## config.mk

```make
export PLATFORM = sky130hd
export DESIGN_NAME = ep_xfer_size_reg
export DESIGN_NICKNAME = d
export VERILOG_FILES = /design/src/rtl/ep_xfer_pkg.sv /design/src/rtl/ep_down_counter.sv /design/src/rtl/ep_xfer_fsm.sv /design/src/rtl/ep_xfer_size_reg.sv
export SDC_FILE = /design/constraint.sdc
export NUM_CORES = 1
export LEC_CHECK = 0
export BUFFER_PORTS_ARGS = -buffer_cell sky130_fd_sc_hd__buf_4
export CAP_MARGIN = 20
export CORE_MARGIN = 4
export CORE_UTILIZATION = 40
export CTS_CLUSTER_DIAMETER = 30
export CTS_CLUSTER_SIZE = 30
export DETAILED_ROUTE_END_ITERATION = 8
export GPL_ROUTABILITY_DRIVEN = 0
export PLACE_DENSITY_LB_ADDON = 0.3
export SETUP_SLACK_MARGIN = 0.15
export SLEW_MARGIN = 10
export SYNTH_ARGS = -nofsm -noshare
export SYNTH_HDL_FRONTEND = slang
export SYNTH_SLANG_ARGS = --single-unit
```

## constraint.sdc

```tcl
create_clock -name clk -period 2.68 [get_ports clk]
set_input_delay 0.268 -clock clk [delete_from_list [all_inputs] [get_ports clk]]
set_output_delay 0.268 -clock clk [all_outputs]
set_load 0.005 [all_outputs]
```

## src/rtl/ep_xfer_pkg.sv

```systemverilog
package ep_xfer_pkg;
    typedef enum logic [1:0] {
        ST_IDLE = 2'd0,
        ST_RUN  = 2'd1,
        ST_DONE = 2'd2
    } xfer_state_t;
endpackage

```

## src/rtl/ep_down_counter.sv

```systemverilog
module ep_down_counter #(
    parameter int W = 7
) (
    input  logic         clk,
    input  logic         rst_n,
    input  logic         load,
    input  logic [W-1:0] load_val,
    input  logic         dec,
    input  logic [W-1:0] dec_amt,
    output logic [W-1:0] cnt,
    output logic         hits_zero
);
    always_ff @(posedge clk) begin
        if (!rst_n)
            cnt <= '0;
        else if (load)
            cnt <= load_val;
        else if (dec)
            cnt <= (cnt > dec_amt) ? cnt - dec_amt : '0;
    end

    assign hits_zero = !load && dec && (cnt != '0) && (cnt <= dec_amt);

    // an oversized decrement lands on zero, never wraps
    a_r6_no_wrap: assert property (@(posedge clk) disable iff (!rst_n)
        (!load && dec && cnt < dec_amt) |=> cnt == '0);
    // load has priority over a decrement
    a_r7_load_wins: assert property (@(posedge clk) disable iff (!rst_n)
        load |=> cnt == $past(load_val));
endmodule

```

## src/rtl/ep_xfer_fsm.sv

```systemverilog
module ep_xfer_fsm
    import ep_xfer_pkg::*;
(
    input  logic clk,
    input  logic rst_n,
    input  logic load,
    input  logic load_nonzero,
    input  logic hits_zero,
    output logic done
);
    xfer_state_t state, state_nx;

    always_comb begin
        state_nx = state;
        if (load) begin
            state_nx = load_nonzero ? ST_RUN : ST_IDLE;      // LOAD_GO / LOAD_STOP
        end else begin
            unique case (state)
                ST_IDLE: state_nx = ST_IDLE;                   // HOLD
                ST_RUN:  state_nx = hits_zero ? ST_DONE : ST_RUN; // DRAIN / HOLD
                ST_DONE: state_nx = ST_IDLE;                   // RETIRE
                default: state_nx = ST_IDLE;
            endcase
        end
    end

    always_ff @(posedge clk) begin
        if (!rst_n) state <= ST_IDLE;
        else        state <= state_nx;
    end

    always_comb begin
        done = (state == ST_DONE);
    end

    // the pulse lasts one cycle
    a_r8_single_pulse: assert property (@(posedge clk) disable iff (!rst_n)
        done |=> !done);
    // a drain to zero produces the pulse
    a_r8_drain_pulse: assert property (@(posedge clk) disable iff (!rst_n)
        hits_zero |=> done);
    // a software write never produces the pulse
    a_r9_load_quiet: assert property (@(posedge clk) disable iff (!rst_n)
        load |=> !done);
endmodule

```

## src/rtl/ep_xfer_size_reg.sv

```systemverilog
module ep_xfer_size_reg #(
    parameter int          ADDR_W     = 12,
    parameter int          DATA_W     = 32,
    parameter int          SIZE_W     = 7,
    parameter int          PKT_W      = 2,
    parameter int          SIZE_LSB   = 0,
    parameter int          PKT_LSB    = 19,
    parameter logic [11:0] REG_OFFSET = 12'h910
) (
    input  logic              clk,
    input  logic              rst_n,
    input  logic [ADDR_W-1:0] addr,
    input  logic              wr_en,
    input  logic [DATA_W-1:0] wr_data,
    output logic [DATA_W-1:0] rd_data,
    input  logic              dir_in,
    input  logic              fifo_wr_valid,
    input  logic [SIZE_W-1:0] fifo_wr_len,
    input  logic              fifo_rd_valid,
    input  logic [SIZE_W-1:0] fifo_rd_len,
    output logic              xfer_done
);
    localparam logic [DATA_W-1:0] FIELD_MASK =
        ({{(DATA_W-SIZE_W){1'b0}}, {SIZE_W{1'b1}}} << SIZE_LSB) |
        ({{(DATA_W-PKT_W){1'b0}},  {PKT_W{1'b1}}}  << PKT_LSB);
    localparam logic [PKT_W-1:0] PKT_ONE = {{(PKT_W-1){1'b0}}, 1'b1};

    logic              sel, wr_hit;
    logic [SIZE_W-1:0] byte_cnt, byte_amt;
    logic [PKT_W-1:0]  pkt_cnt;
    logic              byte_dec, pkt_dec, byte_zero_hit;
    logic              unused_pkt_zero;
    logic              unused_wr_bits;

    assign sel    = (addr == REG_OFFSET[ADDR_W-1:0]);
    assign wr_hit = wr_en && sel;

    // Direction steers each FIFO-side event to one counter
    assign byte_dec = dir_in ? fifo_wr_valid : fifo_rd_valid;
    assign byte_amt = dir_in ? fifo_wr_len   : fifo_rd_len;
    assign pkt_dec  = dir_in ? fifo_rd_valid : fifo_wr_valid;

    assign unused_wr_bits = ^(wr_data & ~FIELD_MASK);

    ep_down_counter #(.W(SIZE_W)) u_bytes (
        .clk       (clk),
        .rst_n     (rst_n),
        .load      (wr_hit),
        .load_val  (wr_data[SIZE_LSB +: SIZE_W]),
        .dec       (byte_dec),
        .dec_amt   (byte_amt),
        .cnt       (byte_cnt),
        .hits_zero (byte_zero_hit)
    );

    ep_down_counter #(.W(PKT_W)) u_pkts (
        .clk       (clk),
        .rst_n     (rst_n),
        .load      (wr_hit),
        .load_val  (wr_data[PKT_LSB +: PKT_W]),
        .dec       (pkt_dec),
        .dec_amt   (PKT_ONE),
        .cnt       (pkt_cnt),
        .hits_zero (unused_pkt_zero)
    );

    ep_xfer_fsm u_fsm (
        .clk          (clk),
        .rst_n        (rst_n),
        .load         (wr_hit),
        .load_nonzero (wr_data[SIZE_LSB +: SIZE_W] != '0),
        .hits_zero    (byte_zero_hit),
        .done         (xfer_done)
    );

    always_comb begin
        rd_data = '0;
        if (sel) begin
            rd_data[SIZE_LSB +: SIZE_W] = byte_cnt;
            rd_data[PKT_LSB +: PKT_W]   = pkt_cnt;
        end
    end

    // reserved positions always read zero
    a_r2_reserved_zero: assert property (@(posedge clk) disable iff (!rst_n)
        (rd_data & ~FIELD_MASK) == '0);
    // IN push lowers the byte count by the packet length
    a_r4_in_byte_step: assert property (@(posedge clk) disable iff (!rst_n)
        (dir_in && fifo_wr_valid && !wr_hit && byte_cnt > fifo_wr_len)
        |=> byte_cnt == $past(byte_cnt) - $past(fifo_wr_len));
    // OUT push lowers the packet count by one
    a_r5_out_pkt_step: assert property (@(posedge clk) disable iff (!rst_n)
        (!dir_in && fifo_wr_valid && !wr_hit && pkt_cnt != '0)
        |=> pkt_cnt == $past(pkt_cnt) - PKT_ONE);
    // the pulse only appears with the byte count at zero
    a_r8_done_at_zero: assert property (@(posedge clk) disable iff (!rst_n)
        xfer_done |-> byte_cnt == '0);
endmodule

```

==> impl_results.rst <==
.. list-table::
   :header-rows: 1

   * - Metric
     - Value
   * - Outcome
     - complete, no violations
   * - Sink Count
     - 11
   * - Detailed-routing iteration count for the pre-antenna-repair pass
     - 4
   * - Worst voltage drop across the vdd grid
     - 109.1 uV
   * - Sort of element at the start of the critical path
     - primary input
   * - Clock Latency Late Sink
     - 0.26 ns
   * - Setup slack, reg-to-reg
     - 0.81 ns
   * - Share of async-settable or async-resettable flops after synthesis
     - 0
   * - Required time of the worst setup path
     - 2.88 ns
   * - Number of buffers inserted by hold repair at cts
     - 0
   * - Die Y
     - 64.87 um
   * - Final-report max-slew violation count
     - 0
   * - Register bit count reported by yosys
     - 11
   * - Worst hold path stage count
     - 3
   * - Max Clk Rate
     - 0.5090 GHz
   * - Type of the setup path with the least slack
     - in2reg
   * - CP max stage delay
     - 0.48 ns
   * - Average footprint of a synthesized cell
     - 8.137 um2
   * - Post-synth EDFFs
     - 0
   * - Max Cap Viol
     - 0
   * - Largest fanout on the critical path
     - 9
   * - Sequential element share of the synthesized area
     - 0.1702
   * - Final wirelength
     - 3078 um
   * - Dpl cell area
     - 0.001583 mm2
   * - Reg2reg path depth
     - 9
   * - Net count of the finished layout
     - 279
   * - Number of instances in the synthesized netlist
     - 159
   * - Cell with the most instances after synthesis
     - sky130_fd_sc_hd__buf_4
   * - Setup total negative slack
     - 0 ns
   * - Post-DP HPWL
     - 2636 um
   * - Average vias per placed instance
     - 4.948
   * - Min-Delay Endpoint
     - u_pkts.cnt[1]
   * - IO buf count
     - 50
   * - Cell-by-cell trace of the critical path
     - buf_4 > mux2_2 > ha_1 > inv_1 > fa_1 > a211oi_1 > or4_1 > nand4_1 > nand3_1 > a21oi_2
   * - Final Setup Violations
     - 0
   * - Number of design rule violations left after detail routing
     - 0
   * - Data arrival, critical path
     - 2.17 ns
   * - Most used flip-flop cell after synthesis
     - sky130_fd_sc_hd__dfxtp_1
   * - CTS Buf Count
     - 3
   * - Headroom to the max-slew limit
     - 0.6609
   * - Top cell types by occurrence after synthesis
     - 25 x sky130_fd_sc_hd__buf_4, 15 x sky130_fd_sc_hd__a21oi_1, 11 x sky130_fd_sc_hd__dfxtp_1, 10 x sky130_fd_sc_hd__and2_1, 10 x sky130_fd_sc_hd__nand3_1
   * - HP Start
     - wr_data[20]
   * - Fraction of layout cells with a size suffix above 1
     - 0.3058
   * - Effective utilization at floorplan
     - 0.4203
   * - Cell type contributing the most total cell area after synthesis
     - sky130_fd_sc_hd__dfxtp_1
   * - Filler Cell Count
     - 325
   * - Final Hold Vio Count
     - 0
   * - TritonCTS clock tree
     - built
   * - Post-synthesis instance area
     - 0.001294 mm2
   * - IO Count
     - 97
   * - Top cell type's share of synthesized area
     - 0.1702
   * - Setup repair after global routing missed its margin
     - false
   * - Row cnt
     - 20
   * - Initial antenna violation count
     - 0
   * - Tcrit/Tclk final
     - 0.7331
   * - Hold WC Path Type
     - in2reg
   * - Clk buf depth
     - 2
   * - Yosys Warn Count
     - 0
   * - CP Capture Type
     - register
   * - Number of global-route vias before repair
     - 1073
   * - Worst flop-to-flop path startpoint
     - u_bytes.cnt[0]
   * - Vias post-DR
     - 1237
   * - Finished Layout Cells
     - 250
   * - Residual overflow from global routing
     - 0
   * - Reg-to-reg critical path endpoint
     - u_bytes.cnt[6]
   * - Die area
     - 0.004208 mm2
   * - Wire length per cell
     - 12.31 um
   * - Number of gates given a new drive strength after cts
     - 0
   * - Root Buffer
     - sky130_fd_sc_hd__clkbuf_4
   * - Setup Fix Bufs, Post-CTS
     - 0
   * - Number of DRC violations after detailed-routing iteration 0
     - 88
   * - Unique masters post-synth
     - 43
   * - Power per unit of standard cell area
     - 258.4 mW/mm2
   * - Antenna Nets Post-Route
     - 0
   * - Pin count of the biggest net entering global routing
     - 14
   * - Fin crit period
     - 1.965 ns
   * - Reg clk slew, reported paths
     - 0.07 ns
   * - Placed cell count
     - 246
   * - Worst hold slack across all endpoints
     - 0.2710 ns
   * - Final design instance area without fill
     - 0.001609 mm2
   * - Placeable core region
     - 0.003078 mm2
   * - H-tree level count
     - 1
   * - Static Leak
     - 0.7584 nW
   * - Horiz. Die Dim
     - 64.87 um
   * - Final worst clock skew
     - 0.003611 ns
   * - Area delta synth->final
     - 24.37%
   * - Post-route core utilization
     - 0.5228
   * - Leading cell types by total area after synthesis
     - sky130_fd_sc_hd__dfxtp_1 17%, sky130_fd_sc_hd__buf_4 15%, sky130_fd_sc_hd__ha_1 6.8%
   * - Pin slew with the least headroom to its limit
     - 0.4987 ns
   * - Slowest stage cell, crit path
     - sky130_fd_sc_hd__or4_1
   * - Antenna cell count
     - 0
   * - Global-route wire length before repair
     - 4767 um
   * - Gr usage total
     - 0.1404
[kinds of logic (layout without fill, tap and decap cells)]
group	after synthesis	count (layout)	share of synthesized area
muxes	9	9	0.07350
DFF	11	11	0.1702
and+or+nand+nor	56	56	0.2766
adders and majority gates	8	8	0.08317
buffers and inverters	34	59	0.1876
AOI/OAI and AO/OA	37	37	0.1857
xor gates and xnor gates	3	3	0.02031
other	1	23	0.002899
[worst max-delay path, delay by kind of cell]
| family | cells | cell delay, ns |
|---|---|---|
| AND/OR/NAND/NOR | 3 | 0.67 |
| adder cells (fa/ha/maj) | 2 | 0.40 |
| buffers and inverters | 2 | 0.25 |
| multiplexers | 1 | 0.36 |
| AO/OA/AOI/OAI | 2 | 0.23 |
[state kept, by name, summed over array words and instances (netlist names)]
register,count
u_bytes.cnt,7
u_pkts.cnt,2
u_fsm.state,2
[layout by cell type, fill, tap and decap left out, drive strengths merged, types with 4 or more instances in the layout]
cell    synthesis  routed
a31oi           4       4
and2           10      10
o21ai           4       4
nand2           6       6
and3            5       5
inv             5       5
mux2i           8       8
nor4b           4       4
a21oi          19      19
clkbuf          0       4
nand3          10      10
conb            1      23
nor3b           5       5
buf            29      50
ha              7       7
dfxtp          11      11
[worst max-delay path by stage]
stage	end	slack, ns	cells after the start	startpoint
final	u_bytes.cnt[6]	0.72	10	dir_in
after global routing	u_bytes.cnt[6]	0.57	10	dir_in
after CTS	u_bytes.cnt[6]	0.71	10	dir_in
after detailed placement	u_bytes.cnt[6]	0.43	10	dir_in
after global placement	u_bytes.cnt[6]	0.43	10	dir_in
after floorplan	u_bytes.cnt[6]	0.57	10	dir_in
[layout make-up]
type	instances	area, um2	share of cell area
inverter	5	18.77	0.01166
sequential	11	220.2	0.1369
timing repair buffer	50	375.4	0.2333
multi-input combinational	136	913.4	0.5677
tap	44	55.05	0.03421
clock buffer	4	26.28	0.01633
[routing by layer]
metal  GRT usage  routed length [um]  part of all wire  vias to the layer above
met3     0.03293                 257             0.083                        2
met2      0.2388                1497              0.49                       44
met5           0                   0                 0                        -
li1            -                   -                 -                      632
met4     0.03166                  12            0.0039                        0
met1      0.1786                1310              0.43                      559
[through the flow]
stage	worst slack, ns	power [mW]
after floorplan	0.5681	0.2741
after global placement	0.4258	0.3078
after detailed placement	0.4334	0.3082
after CTS	0.7068	0.4189
after global routing	0.5738	0.4418
final	0.7152	0.4158
[power by group]
part / internal [mW] / switching (mW) / total (mW)
Sequential: 0.165 / 0.00136 / 0.166
Combinational: 0.0735 / 0.0662 / 0.140
Clock: 0.0575 / 0.0526 / 0.110
No activity file was read; power rests on OpenSTA's default activity.
